$ cat config.mk
export PLATFORM = sky130hd
export DESIGN_NAME = scs_conv_seq
export DESIGN_NICKNAME = d
export VERILOG_FILES = /design/src/rtl/scs_pkg.sv /design/src/rtl/scs_phase_timer.sv /design/src/rtl/scs_bcd_counter.sv /design/src/rtl/scs_correct.sv /design/src/rtl/scs_conv_seq.sv
export SDC_FILE = /design/constraint.sdc
export NUM_CORES = 1
export LEC_CHECK = 0
export ABC_AREA = 1
export BUFFER_PORTS_ARGS = -buffer_cell sky130_fd_sc_hd__buf_4
export CAP_MARGIN = 25
export CORE_UTILIZATION = 59
export CTS_BUF_LIST = sky130_fd_sc_hd__clkbuf_4 sky130_fd_sc_hd__clkbuf_8
export DETAILED_ROUTE_END_ITERATION = 8
export HOLD_SLACK_MARGIN = 0.05
export PLACE_DENSITY = 0.79
export SLEW_MARGIN = 20
export SYNTH_ARGS = -nofsm -noshare
export SYNTH_HDL_FRONTEND = slang
export SYNTH_SLANG_ARGS = --single-unit
$ cat constraint.sdc
create_clock -name clk -period 8.9 [get_ports clk]
set_input_delay 0 -clock clk [delete_from_list [all_inputs] [get_ports clk]]
set_output_delay 0 -clock clk [all_outputs]
set_load 0.03 [all_outputs]
$ cat src/rtl/scs_pkg.sv
package scs_pkg;

    localparam int NDIG = 6;
    localparam int DECW = $clog2(NDIG);

    typedef logic [4*NDIG-1:0] bcd_t;

    typedef enum logic [3:0] {
        PH_ZI, PH_INT, PH_DE1, PH_RST1, PH_X1,
        PH_DE2, PH_RST2, PH_X2, PH_DE3, PH_LATCH
    } phase_e;

    function automatic bcd_t bcd_add(input bcd_t a, input bcd_t b);
        bcd_t r;
        int   c;
        int   s;
        r = '0;
        c = 0;
        for (int i = 0; i < NDIG; i++) begin
            s = int'(a[4*i +: 4]) + int'(b[4*i +: 4]) + c;
            if (s > 9) begin
                s = s - 10;
                c = 1;
            end else begin
                c = 0;
            end
            r[4*i +: 4] = 4'(s);
        end
        return r;
    endfunction

    function automatic bcd_t bcd_sub(input bcd_t a, input bcd_t b);
        bcd_t r;
        int   c;
        int   s;
        r = '0;
        c = 0;
        for (int i = 0; i < NDIG; i++) begin
            s = int'(a[4*i +: 4]) - int'(b[4*i +: 4]) - c;
            if (s < 0) begin
                s = s + 10;
                c = 1;
            end else begin
                c = 0;
            end
            r[4*i +: 4] = 4'(s);
        end
        return r;
    endfunction

    function automatic logic bcd_less(input bcd_t a, input bcd_t b);
        int c;
        int s;
        c = 0;
        for (int i = 0; i < NDIG; i++) begin
            s = int'(a[4*i +: 4]) - int'(b[4*i +: 4]) - c;
            c = (s < 0) ? 1 : 0;
        end
        return (c != 0);
    endfunction

endpackage

$ cat src/rtl/scs_phase_timer.sv
module scs_phase_timer #(
    parameter int W = 8
) (
    input  logic         clk,
    input  logic         rst_n,
    input  logic         restart,
    output logic [W-1:0] value
);
    always_ff @(posedge clk or negedge rst_n) begin
        if (!rst_n)       value <= '0;
        else if (restart) value <= '0;
        else              value <= value + 1'b1;
    end
endmodule

$ cat src/rtl/scs_bcd_counter.sv
module scs_bcd_counter
    import scs_pkg::*;
(
    input  logic            clk,
    input  logic            rst_n,
    input  logic            clr,
    input  logic            step,
    input  logic            up,
    input  logic [DECW-1:0] dec,
    output bcd_t            value
);
    bcd_t stepv;
    bcd_t nxt;

    // one unit placed on the selected decade
    for (genvar g = 0; g < NDIG; g++) begin : g_dec
        assign stepv[4*g +: 4] = (dec == DECW'(g)) ? 4'd1 : 4'd0;
    end

    always_comb begin
        nxt = up ? bcd_add(value, stepv) : bcd_sub(value, stepv);
    end

    always_ff @(posedge clk or negedge rst_n) begin
        if (!rst_n)     value <= '0;
        else if (clr)   value <= '0;
        else if (step)  value <= nxt;
    end
endmodule

$ cat src/rtl/scs_correct.sv
module scs_correct
    import scs_pkg::*;
(
    input  bcd_t sig_mag,
    input  logic sig_neg,
    input  bcd_t off_mag,
    input  logic off_neg,
    output bcd_t out_mag,
    output logic out_neg
);
    bcd_t d_so;
    bcd_t d_os;
    bcd_t s_sum;
    logic so_less;

    always_comb begin
        d_so    = bcd_sub(sig_mag, off_mag);
        d_os    = bcd_sub(off_mag, sig_mag);
        s_sum   = bcd_add(sig_mag, off_mag);
        so_less = bcd_less(sig_mag, off_mag);
        if (sig_neg == off_neg) begin
            // same sign: magnitudes subtract
            out_mag = so_less ? d_os : d_so;
            out_neg = so_less ? !sig_neg : sig_neg;
        end else begin
            // opposite sign: magnitudes add
            out_mag = s_sum;
            out_neg = sig_neg;
        end
        if (out_mag == '0) out_neg = 1'b0;
    end
endmodule

$ cat src/rtl/scs_conv_seq.sv
module scs_conv_seq
    import scs_pkg::*;
#(
    parameter int INT_LO_CLK = 10000,
    parameter int INT_HI_CLK = 1000,
    parameter int ZI_CLK     = 100,
    parameter int REST_CLK   = 100,
    parameter int X10_CLK    = 100,
    parameter int LATCH_CLK  = 100,
    parameter int DE_MAX     = 1024
) (
    input  logic        clk,
    input  logic        rst_n,
    input  logic        cmp_i,
    input  logic        range_hi_i,
    input  logic        in_neg_i,
    output logic        sw_zi_o,
    output logic        sw_int1_o,
    output logic        sw_int2_o,
    output logic        sw_de_pos_o,
    output logic        sw_de_neg_o,
    output logic        sw_rest_o,
    output logic        sw_x10_o,
    output logic        done_o,
    output logic [19:0] res_mag_o,
    output logic        res_neg_o,
    output logic        res_ovr_o
);
    localparam int TA    = (INT_LO_CLK > INT_HI_CLK) ? INT_LO_CLK : INT_HI_CLK;
    localparam int TB    = (ZI_CLK > REST_CLK) ? ZI_CLK : REST_CLK;
    localparam int TC    = (X10_CLK > LATCH_CLK) ? X10_CLK : LATCH_CLK;
    localparam int TD    = (TA > TB) ? TA : TB;
    localparam int TE    = (TC > DE_MAX) ? TC : DE_MAX;
    localparam int T_MAX = (TD > TE) ? TD : TE;
    localparam int TW    = $clog2(T_MAX + 1);

    phase_e          state, nxt;
    logic            pass;
    logic            rng;
    logic            pol;
    logic [TW-1:0]   tmr;
    logic [TW-1:0]   int_last;
    logic            is_de, de_last, de_exit, de_tmo;
    logic            cnt_clr, cnt_step, cnt_up;
    logic [DECW-1:0] dec;
    bcd_t            cnt, sig_cnt, corr_mag;
    logic            sig_neg, corr_neg, ovl_acc;

    assign is_de    = (state == PH_DE1) || (state == PH_DE2) || (state == PH_DE3);
    assign de_last  = (tmr == TW'(DE_MAX - 1));
    assign de_exit  = is_de && (!cmp_i || de_last);
    assign de_tmo   = is_de && cmp_i && de_last;
    assign int_last = rng ? TW'(INT_HI_CLK - 1) : TW'(INT_LO_CLK - 1);

    // next-state decode
    always_comb begin
        nxt = state;
        unique case (state)
            PH_ZI:    if (tmr == TW'(ZI_CLK - 1))    nxt = PH_INT;
            PH_INT:   if (tmr == int_last)           nxt = PH_DE1;
            PH_DE1:   if (de_exit)                   nxt = PH_RST1;
            PH_RST1:  if (tmr == TW'(REST_CLK - 1))  nxt = PH_X1;
            PH_X1:    if (tmr == TW'(X10_CLK - 1))   nxt = PH_DE2;
            PH_DE2:   if (de_exit)                   nxt = PH_RST2;
            PH_RST2:  if (tmr == TW'(REST_CLK - 1))  nxt = PH_X2;
            PH_X2:    if (tmr == TW'(X10_CLK - 1))   nxt = PH_DE3;
            PH_DE3:   if (de_exit)                   nxt = pass ? PH_LATCH : PH_ZI;
            PH_LATCH: if (tmr == TW'(LATCH_CLK - 1)) nxt = PH_ZI;
            default:                                 nxt = PH_ZI;
        endcase
    end

    // state register
    always_ff @(posedge clk or negedge rst_n) begin
        if (!rst_n) begin
            state <= PH_ZI;
            pass  <= 1'b0;
        end else begin
            state <= nxt;
            if (state == PH_DE3 && de_exit && !pass)     pass <= 1'b1;
            else if (state == PH_LATCH && nxt == PH_ZI)  pass <= 1'b0;
        end
    end

    // switch and strobe outputs
    always_comb begin
        sw_zi_o     = 1'b0;
        sw_int1_o   = 1'b0;
        sw_int2_o   = 1'b0;
        sw_de_pos_o = 1'b0;
        sw_de_neg_o = 1'b0;
        sw_rest_o   = 1'b0;
        sw_x10_o    = 1'b0;
        done_o      = 1'b0;
        unique case (state)
            PH_ZI:                   sw_zi_o = 1'b1;
            PH_INT:                  if (pass) sw_int2_o = 1'b1; else sw_int1_o = 1'b1;
            PH_DE1, PH_DE2, PH_DE3:  if (pol) sw_de_neg_o = 1'b1; else sw_de_pos_o = 1'b1;
            PH_RST1, PH_RST2:        sw_rest_o = 1'b1;
            PH_X1, PH_X2:            sw_x10_o = 1'b1;
            PH_LATCH:                done_o = 1'b1;
            default:                 sw_zi_o = 1'b1;
        endcase
    end

    scs_phase_timer #(.W(TW)) u_tmr (
        .clk     (clk),
        .rst_n   (rst_n),
        .restart (nxt != state),
        .value   (tmr)
    );

    assign cnt_clr  = (state == PH_ZI) && (nxt == PH_INT);
    assign cnt_step = is_de && cmp_i;
    assign cnt_up   = (state != PH_DE2);
    assign dec      = (state == PH_DE1) ? DECW'(2) :
                      (state == PH_DE2) ? DECW'(1) : DECW'(0);

    scs_bcd_counter u_cnt (
        .clk   (clk),
        .rst_n (rst_n),
        .clr   (cnt_clr),
        .step  (cnt_step),
        .up    (cnt_up),
        .dec   (dec),
        .value (cnt)
    );

    scs_correct u_corr (
        .sig_mag (sig_cnt),
        .sig_neg (sig_neg),
        .off_mag (cnt),
        .off_neg (pol),
        .out_mag (corr_mag),
        .out_neg (corr_neg)
    );

    // pass data and published result
    always_ff @(posedge clk or negedge rst_n) begin
        if (!rst_n) begin
            rng       <= 1'b0;
            pol       <= 1'b0;
            ovl_acc   <= 1'b0;
            sig_cnt   <= '0;
            sig_neg   <= 1'b0;
            res_mag_o <= '0;
            res_neg_o <= 1'b0;
            res_ovr_o <= 1'b0;
        end else begin
            if (cnt_clr) rng <= range_hi_i;
            if (state == PH_INT && nxt == PH_DE1) pol <= in_neg_i;
            if (state == PH_LATCH && nxt == PH_ZI) ovl_acc <= 1'b0;
            else if (de_tmo)                       ovl_acc <= 1'b1;
            if (state == PH_ZI && pass) begin
                sig_cnt <= cnt;
                sig_neg <= pol;
            end
            if (state == PH_LATCH) begin
                res_mag_o <= corr_mag[19:0];
                res_neg_o <= corr_neg;
                res_ovr_o <= ovl_acc || (corr_mag[23:20] != 4'd0) || (corr_mag[19:16] > 4'd1);
            end
        end
    end
endmodule

==> key figures, run 1 <==
Run status
  • Status: completed

Global route
  • Pin count of the biggest net entering global routing: 54
  • Vias in the first global route: 9503
  • Global route overflow: 0
  • Total Routing Usage GR: 0.296
  • Initial antenna violation count: 0
  • First-pass GRT wire length: 43400 um

STA
  • Tmin final: 8.84 ns
  • Slew Limit Headroom: 0.297
  • Post-Route Skew: 0.0159 ns
  • Slew Limit Fails: 0
  • Unrepaired setup endpoints after global routing: yes
  • Measured slew at the worst slew-check pin: 1.05 ns
  • Tcrit/Tclk final: 0.994
  • Final hold viol count: 0
  • Fmax: 0.113 GHz
  • Setup TNS: 0 ns
  • Final setup violation count: 0

Worst setup path
  • Startpoint Class: register
  • Crit path max fanout: 4
  • Setup CP Type: register to register
  • CP max-delay cell: fa_2
  • Worst EP arrival: 9.14 ns
  • Max incr delay on CP: 0.59 ns
  • CP Capture Type: register
  • Worst endpoint required time: 9.20 ns
  • Crit path top cell by count: nand2_2

Synthesis
  • Avg Cell Area, Syn: 7.04 um^2
  • Top cell type by total area after synthesis: dfrtp_1
  • Count leader, synth: nand2_1
  • Yosys reg bits: 93
  • Cell count after synthesis: 1506
  • Yosys Warn Count: 0
  • Largest cells by area after synthesis: dfrtp_1, ha_1, nand2_1
  • Post-synth EDFFs: 0
  • Mapped cell area: 10600 um^2
  • Synth top cells by count: nand2_1, inv_1, nand3_1
  • FFs w/ async S/R, synth: 1.00
  • Synth top area share: 0.220
  • Sequential area share after synthesis: 0.220
  • Top FF cell, synth: dfrtp_1
  • Synth cell types: 47

Final layout
  • Layout Cells excl Fill: 1796
  • Final core occ: 0.675
  • Antenna Cells: 0
  • Post-route cell area: 11700 um^2
  • Area delta synth->final: 10.9%
  • Layout cell share with drive strength beyond 1: 0.123
  • Nets: 1748

Clocking
  • Worst-path clk slew: 0.11 ns
  • Clk sink count: 93
  • # H-tree levels: 3
  • CTS Root Cell: clkbuf_8
  • Longest Clk Path Bufs: 2
  • CTS tree: built
  • Worst skew pair latency: 0.40 ns
  • Num CTS Buffers: 9

Placed design
  • DP HPWL: 20300 um
  • Area after DPL: 11200 um^2
  • Placed cell count: 1761
  • GPL Wtd Cong: 0.910
  • Buffers on Ports: 34

Power and ir drop
  • Worst VDD drop: 67.2 uV
  • Power per cell area: 67.7 nW/um^2
  • Pwr Total: 0.796 mW
  • Leakage: 6.30 nW

Die
  • Die width: 136 um
  • Ports: 35
  • Die area: 18500 um^2
  • Std-Cell Rows: 48
  • Core area: 17400 um^2
  • Die H: 136 um
  • Initial core utilization: 0.608

Detailed routing
  • DR vias: 10100
  • Pre-Repair DR Iteration Count: 5
  • Avg WL per Cell: 15.1 um
  • DRC errors left: 0
  • Detailed Route WL: 27100 um
  • Antenna Nets Post-Route: 0
  • DR vias/cell: 5.61
  • Drt first-iter violations: 576

Job
  • # Max-Cap Violations: 0

Min path
  • Hold Crit Class: input pin to asynchronous set/reset pin
[metal layers]
layer / up-vias / GRT usage / routed length (um) / share of wire
met2: 260 / 0.518 / 13200 / 0.49
met4: 0 / 0.127 / 852 / 0.031
met5: - / 0 / 0 / 0
li1: 5000 / - / - / -
met1: 4760 / 0.360 / 11500 / 0.42
met3: 58 / 0.0406 / 1500 / 0.055
[logic make-up after synthesis]
group | after synthesis | synth area share
AND/OR/NAND/NOR | 665 | 0.275
buffers and inverters | 274 | 0.101
AO/OA/AOI/OAI | 231 | 0.123
adder cells (fa/ha/maj) | 176 | 0.226
flip-flops | 93 | 0.220
XOR/XNOR | 66 | 0.0553
other | 1 | 0.000354
[repair_timing]
| action | CTS | global route |
|---|---|---|
| hold buffers | 4 | 0 |
| setup endpoints to repair | 2 | 5 |
| endpoints found under the hold margin | 44 | 0 |
| buffers inserted | 2 | 14 |
| gates resized for setup | 5 | 66 |
| pin swaps | 2 | 31 |
[sequential cells by signal, indices dropped and copies added (netlist names)]
name,flops
pass,1
u_cnt.value,24
rng,1
res_neg_o,1
u_tmr.value,14
state,4
res_ovr_o,1
sig_cnt,24
sig_neg,1
res_mag_o,20
ovl_acc,1
pol,1
[cell usage in the layout, fill, tap and decap left out, types with 6 or more instances in the layout]
cell type,Yosys,layout
nand2_1,337,322
inv_1,239,221
nand3_1,176,175
ha_1,150,146
nor2_1,98,96
dfrtp_1,93,92
o21ai_0,90,90
buf_4,2,74
a21oi_1,70,67
xor2_1,50,47
inv_2,5,21
nand2_2,4,19
a31oi_1,16,15
fa_1,26,14
nor2_2,11,13
o211ai_1,12,12
o22ai_1,12,12
fa_2,0,12
xnor2_1,15,11
o21bai_1,10,10
or2_2,9,9
clkbuf_8,0,9
nand3b_1,8,8
nor3_1,6,6
[where the power goes]
part,switching [mW],total [mW],internal (mW),leakage [nW]
registers,0.000272,0.423,0.422,1.28
logic,0.0253,0.0358,0.0104,4.91
clock network,0.178,0.337,0.159,0.106
total,0.203,0.796,0.592,6.30
[critical path, delay by kind of cell, from the launching register on]
family | cells | cell delay, ns
buf+inv | 15 | 1.00
flops | 1 | 0.41
simple gates | 24 | 1.87
compound gates | 3 | 0.43
fa+ha+maj | 14 | 4.65
xor+xnor | 2 | 0.35
[cell type report]
cell class	count	area, um^2
timing repair buffer	78	596
tap	225	282
clock inverter	6	93.8
fill	1544	5670
clock buffer	9	124
inverter	245	925
sequential	93	2330
multi-input combinational	1140	7400
[stage by stage]
step | setup slack [ns] | hold WS [ns]
final | 0.0567 | 0.138
after global routing | -0.431 | 0.165
after CTS | 0.0163 | 0.156
after detailed placement | -0.203 | 0.0351
after global placement | 0.0362 | 0.0241
after floorplan | 0.334 | -0.296
[worst paths after layout]
check | start | endpoint | slack (ns) | depth (start not counted)
min in group clk | in_neg_i | pol | 0.40 | 4
hold / removal | rst_n | res_mag_o[11] | 0.14 | 2
setup / recovery | sig_cnt[0] | res_neg_o | 0.06 | 58
setup reg to reg | sig_cnt[0] | res_neg_o | 0.06 | 58
hold reg to reg | u_tmr.value[0] | u_tmr.value[0] | 0.47 | 1
max in group asynchronous | rst_n | state[1] | 7.58 | 3
No activity file was read; power rests on OpenSTA's default activity.
==> inputs of run 2 (changes only) <==
--- a/config.mk
+++ b/config.mk
@@ -13,6 +13,7 @@
 export DETAILED_ROUTE_END_ITERATION = 8
 export HOLD_SLACK_MARGIN = 0.05
 export PLACE_DENSITY = 0.79
+export REMOVE_ABC_BUFFERS = 1
 export SLEW_MARGIN = 20
 export SYNTH_ARGS = -nofsm -noshare
 export SYNTH_HDL_FRONTEND = slang
==> constraint.sdc (replaced) <==
create_clock -name clk -period 7.95 [get_ports clk]
set_input_delay 0 -clock clk [delete_from_list [all_inputs] [get_ports clk]]
set_output_delay 0 -clock clk [all_outputs]
set_load 0.03 [all_outputs]
==> run 2 against run 1 <==
- the flow now finishes with violations (negative setup slack)
- cell count increased by 4.7%
- clock power is 6.5% higher
- register-to-register slack lost 0.94 ns
- worst hold slack worse by 0.030 ns
- power grew 9.7%
- combinational power up 16%
- clock-buffer cell count did not move
- first-iteration DRC count grew 18%
- die area unchanged
- critical endpoint unchanged
- largest cell class unchanged
==> key figures, run 2 (synthesis gave the netlist of run 1 again) <==
Run status
  • Status: complete, but fails checks (was completed)
  • Violations in the final reports: negative setup slack

Placed design
  • DP HPWL: 20800 um (was 20300 um)
  • Buffers on Ports: 34 (unchanged)
  • GPL Wtd Cong: 0.920 (was 0.910)
  • Placed cell count: 1825 (was 1761)
  • Area after DPL: 11600 um^2 (was 11200 um^2)
  • Pre-CTS setup slack: -1.07 ns (was -0.203 ns)

Die
  • Die H: 136 um (unchanged)
  • Core area: 17400 um^2 (unchanged)
  • Ports: 35 (unchanged)
  • Die width: 136 um (unchanged)
  • Die area: 18500 um^2 (unchanged)
  • Initial core utilization: 0.608 (unchanged)
  • Std-Cell Rows: 48 (unchanged)

Final layout
  • Area delta synth->final: 18.2% (was 10.9%)
  • Most frequent cells in the layout: nand2_1, inv_1, nand3_1 (unchanged)
  • Antenna Cells: 0 (unchanged)
  • Post-route cell area: 12500 um^2 (was 11700 um^2)
  • Layout cell share with drive strength beyond 1: 0.187 (was 0.123)
  • Final core occ: 0.719 (was 0.675)
  • Layout Cells excl Fill: 1881 (was 1796)
  • Commonest non-fill, non-tap cell in the layout: nand2_1 (unchanged)
  • Nets: 1832 (was 1748)
  • Largest regs: sig_cnt x24, u_cnt.value x24, res_mag_o x20 (unchanged)

Power and ir drop
  • Pwr Total: 0.873 mW (was 0.796 mW)
  • Internal: 0.639 mW (was 0.592 mW)
  • Worst VDD drop: 73.3 uV (was 67.2 uV)
  • Leakage: 6.75 nW (was 6.30 nW)
  • Sequential share of power: 0.542 (was 0.531)
  • Switching power: 0.234 mW (was 0.203 mW)
  • Power per cell area: 69.7 nW/um^2 (was 67.7 nW/um^2)
  • Clock power share: 0.411 (was 0.424)
  • Switch share: 0.268 (was 0.256)
  • Comb pwr share: 0.047 (was 0.045)

STA
  • Fin worst setup slack: -0.880 ns (was 0.0567 ns)
  • Unrepaired setup endpoints after global routing: yes (unchanged)
  • Tightest hold margin: 0.108 ns (was 0.138 ns)
  • Post-Route Skew: 0.0158 ns (was 0.0159 ns)
  • Fmax: 0.113 GHz (about the same)
  • Tcrit/Tclk final: 1.11 (was 0.994)
  • Final setup violation count: 2 (was 0)
  • Tmin final: 8.83 ns (was 8.84 ns)
  • Measured slew at the worst slew-check pin: 0.808 ns (was 1.05 ns)
  • Setup TNS: -1.68 ns (was 0 ns)
  • Slew Limit Fails: 0 (unchanged)
  • Slew Limit Headroom: 0.460 (was 0.297)
  • Final hold viol count: 0 (unchanged)

Global route
  • Layer with the highest usage: met2 (unchanged)
  • Global route overflow: 0 (unchanged)
  • Initial antenna violation count: 0 (unchanged)
  • First-pass GRT wire length: 46900 um (was 43400 um)
  • GR Util met1: 0.384 (was 0.360)
  • Routing usage on met2: 0.555 (was 0.518)
  • Vias in the first global route: 10200 (was 9503)
  • Total Routing Usage GR: 0.320 (was 0.296)
  • GR Util met3: 0.0488 (was 0.0406)
  • Pin count of the biggest net entering global routing: 60 (was 54)

Worst setup path
  • Setup CP Type: register to register (unchanged)
  • Startpoint Class: register (unchanged)
  • Max incr delay on CP: 0.58 ns (was 0.59 ns)
  • Crit path top cell by count: nand2_2 (unchanged)
  • Crit path max fanout: 3 (was 4)
  • CP max-delay cell: fa_2 (unchanged)
  • CP Capture Type: register (unchanged)
  • Worst endpoint required time: 8.25 ns (was 9.20 ns)
  • Worst EP arrival: 9.13 ns (was 9.14 ns)

Detailed routing
  • DRC errors left: 0 (unchanged)
  • Detailed Route WL: 29100 um (was 27100 um)
  • Antenna Nets Post-Route: 0 (unchanged)
  • DR vias: 10500 (was 10100)
  • DR vias/cell: 5.59 (was 5.61)
  • Avg WL per Cell: 15.5 um (was 15.1 um)
  • Pre-Repair DR Iteration Count: 7 (was 5)
  • Drt first-iter violations: 680 (was 576)

Clocking
  • Num CTS Buffers: 9 (unchanged)
  • Worst-path clk slew: 0.11 ns (about the same)
  • Longest Clk Path Bufs: 2 (unchanged)
  • CTS tree: built (unchanged)
  • # H-tree levels: 3 (unchanged)
  • Worst skew pair latency: 0.40 ns (about the same)
  • CTS Root Cell: clkbuf_8 (unchanged)
  • Clk sink count: 93 (unchanged)

Job
  • # Max-Cap Violations: 0 (unchanged)

Min path
  • Hold Crit Class: input pin to asynchronous set/reset pin (unchanged)
## run 2: cell types whose count changed in the layout (fill, tap and decap cells not counted), sizes merged
cell	change
inv	+3
bufinv	-1
buf	+84
clkinv	-1
## run 2: power by group through the flow
stage / logic [mW] / registers, mW / clock network (mW)
5_1_grt: 0.0479 / 0.473 / 0.379
3_5_place_dp: 0.0381 / 0.483 / 0
4_1_cts: 0.0400 / 0.473 / 0.361
6_report: 0.0414 / 0.473 / 0.359
2_1_floorplan: 0.0183 / 0.483 / 0
3_3_place_gp: 0.0370 / 0.483 / 0
## run 2: worst max-delay path: cells and delay by family (launching register included)
| kind | cells | cell delay, ns |
|---|---|---|
| compound gates | 3 | 0.46 |
| buf+inv | 13 | 0.84 |
| simple gates | 25 | 1.94 |
| fa+ha+maj | 14 | 4.74 |
| flops | 1 | 0.39 |
| xor+xnor | 2 | 0.37 |
## run 2: final timing paths
kind / startpoint / end / slack (ns) / cells past startpoint
hold reg to reg: u_tmr.value[0] / u_tmr.value[0] / 0.48 / 1
setup / recovery: sig_cnt[0] / res_neg_o / -0.88 / 57
setup reg to reg: sig_cnt[0] / res_neg_o / -0.88 / 57
min in group clk: range_hi_i / rng / 0.38 / 4
max in group asynchronous: rst_n / res_mag_o[8] / 6.68 / 3
hold / removal: rst_n / u_cnt.value[18] / 0.11 / 2
## run 2: timing repair
action | in CTS | in global routing
endpoints found under the setup margin | 5 | 11
endpoints found under the hold margin | 38 | 0
pin swaps | 8 | 59
resized for setup | 30 | 84
hold buffers | 4 | 0
buffers inserted | 37 | 18
## run 2: layer usage
layer,share of wire,up-vias
li1,-,5167
met1,0.42,4903
met2,0.48,344
met3,0.057,92
met4,0.045,0
met5,0,-
## run 2: final cells by class
class / count / area (um^2)
multi-input combinational: 1140 / 7540
inverter: 245 / 922
tap: 225 / 282
timing repair buffer: 162 / 1240
sequential: 93 / 2330
clock inverter: 7 / 86.3
fill: 1376 / 4890
clock buffer: 9 / 124
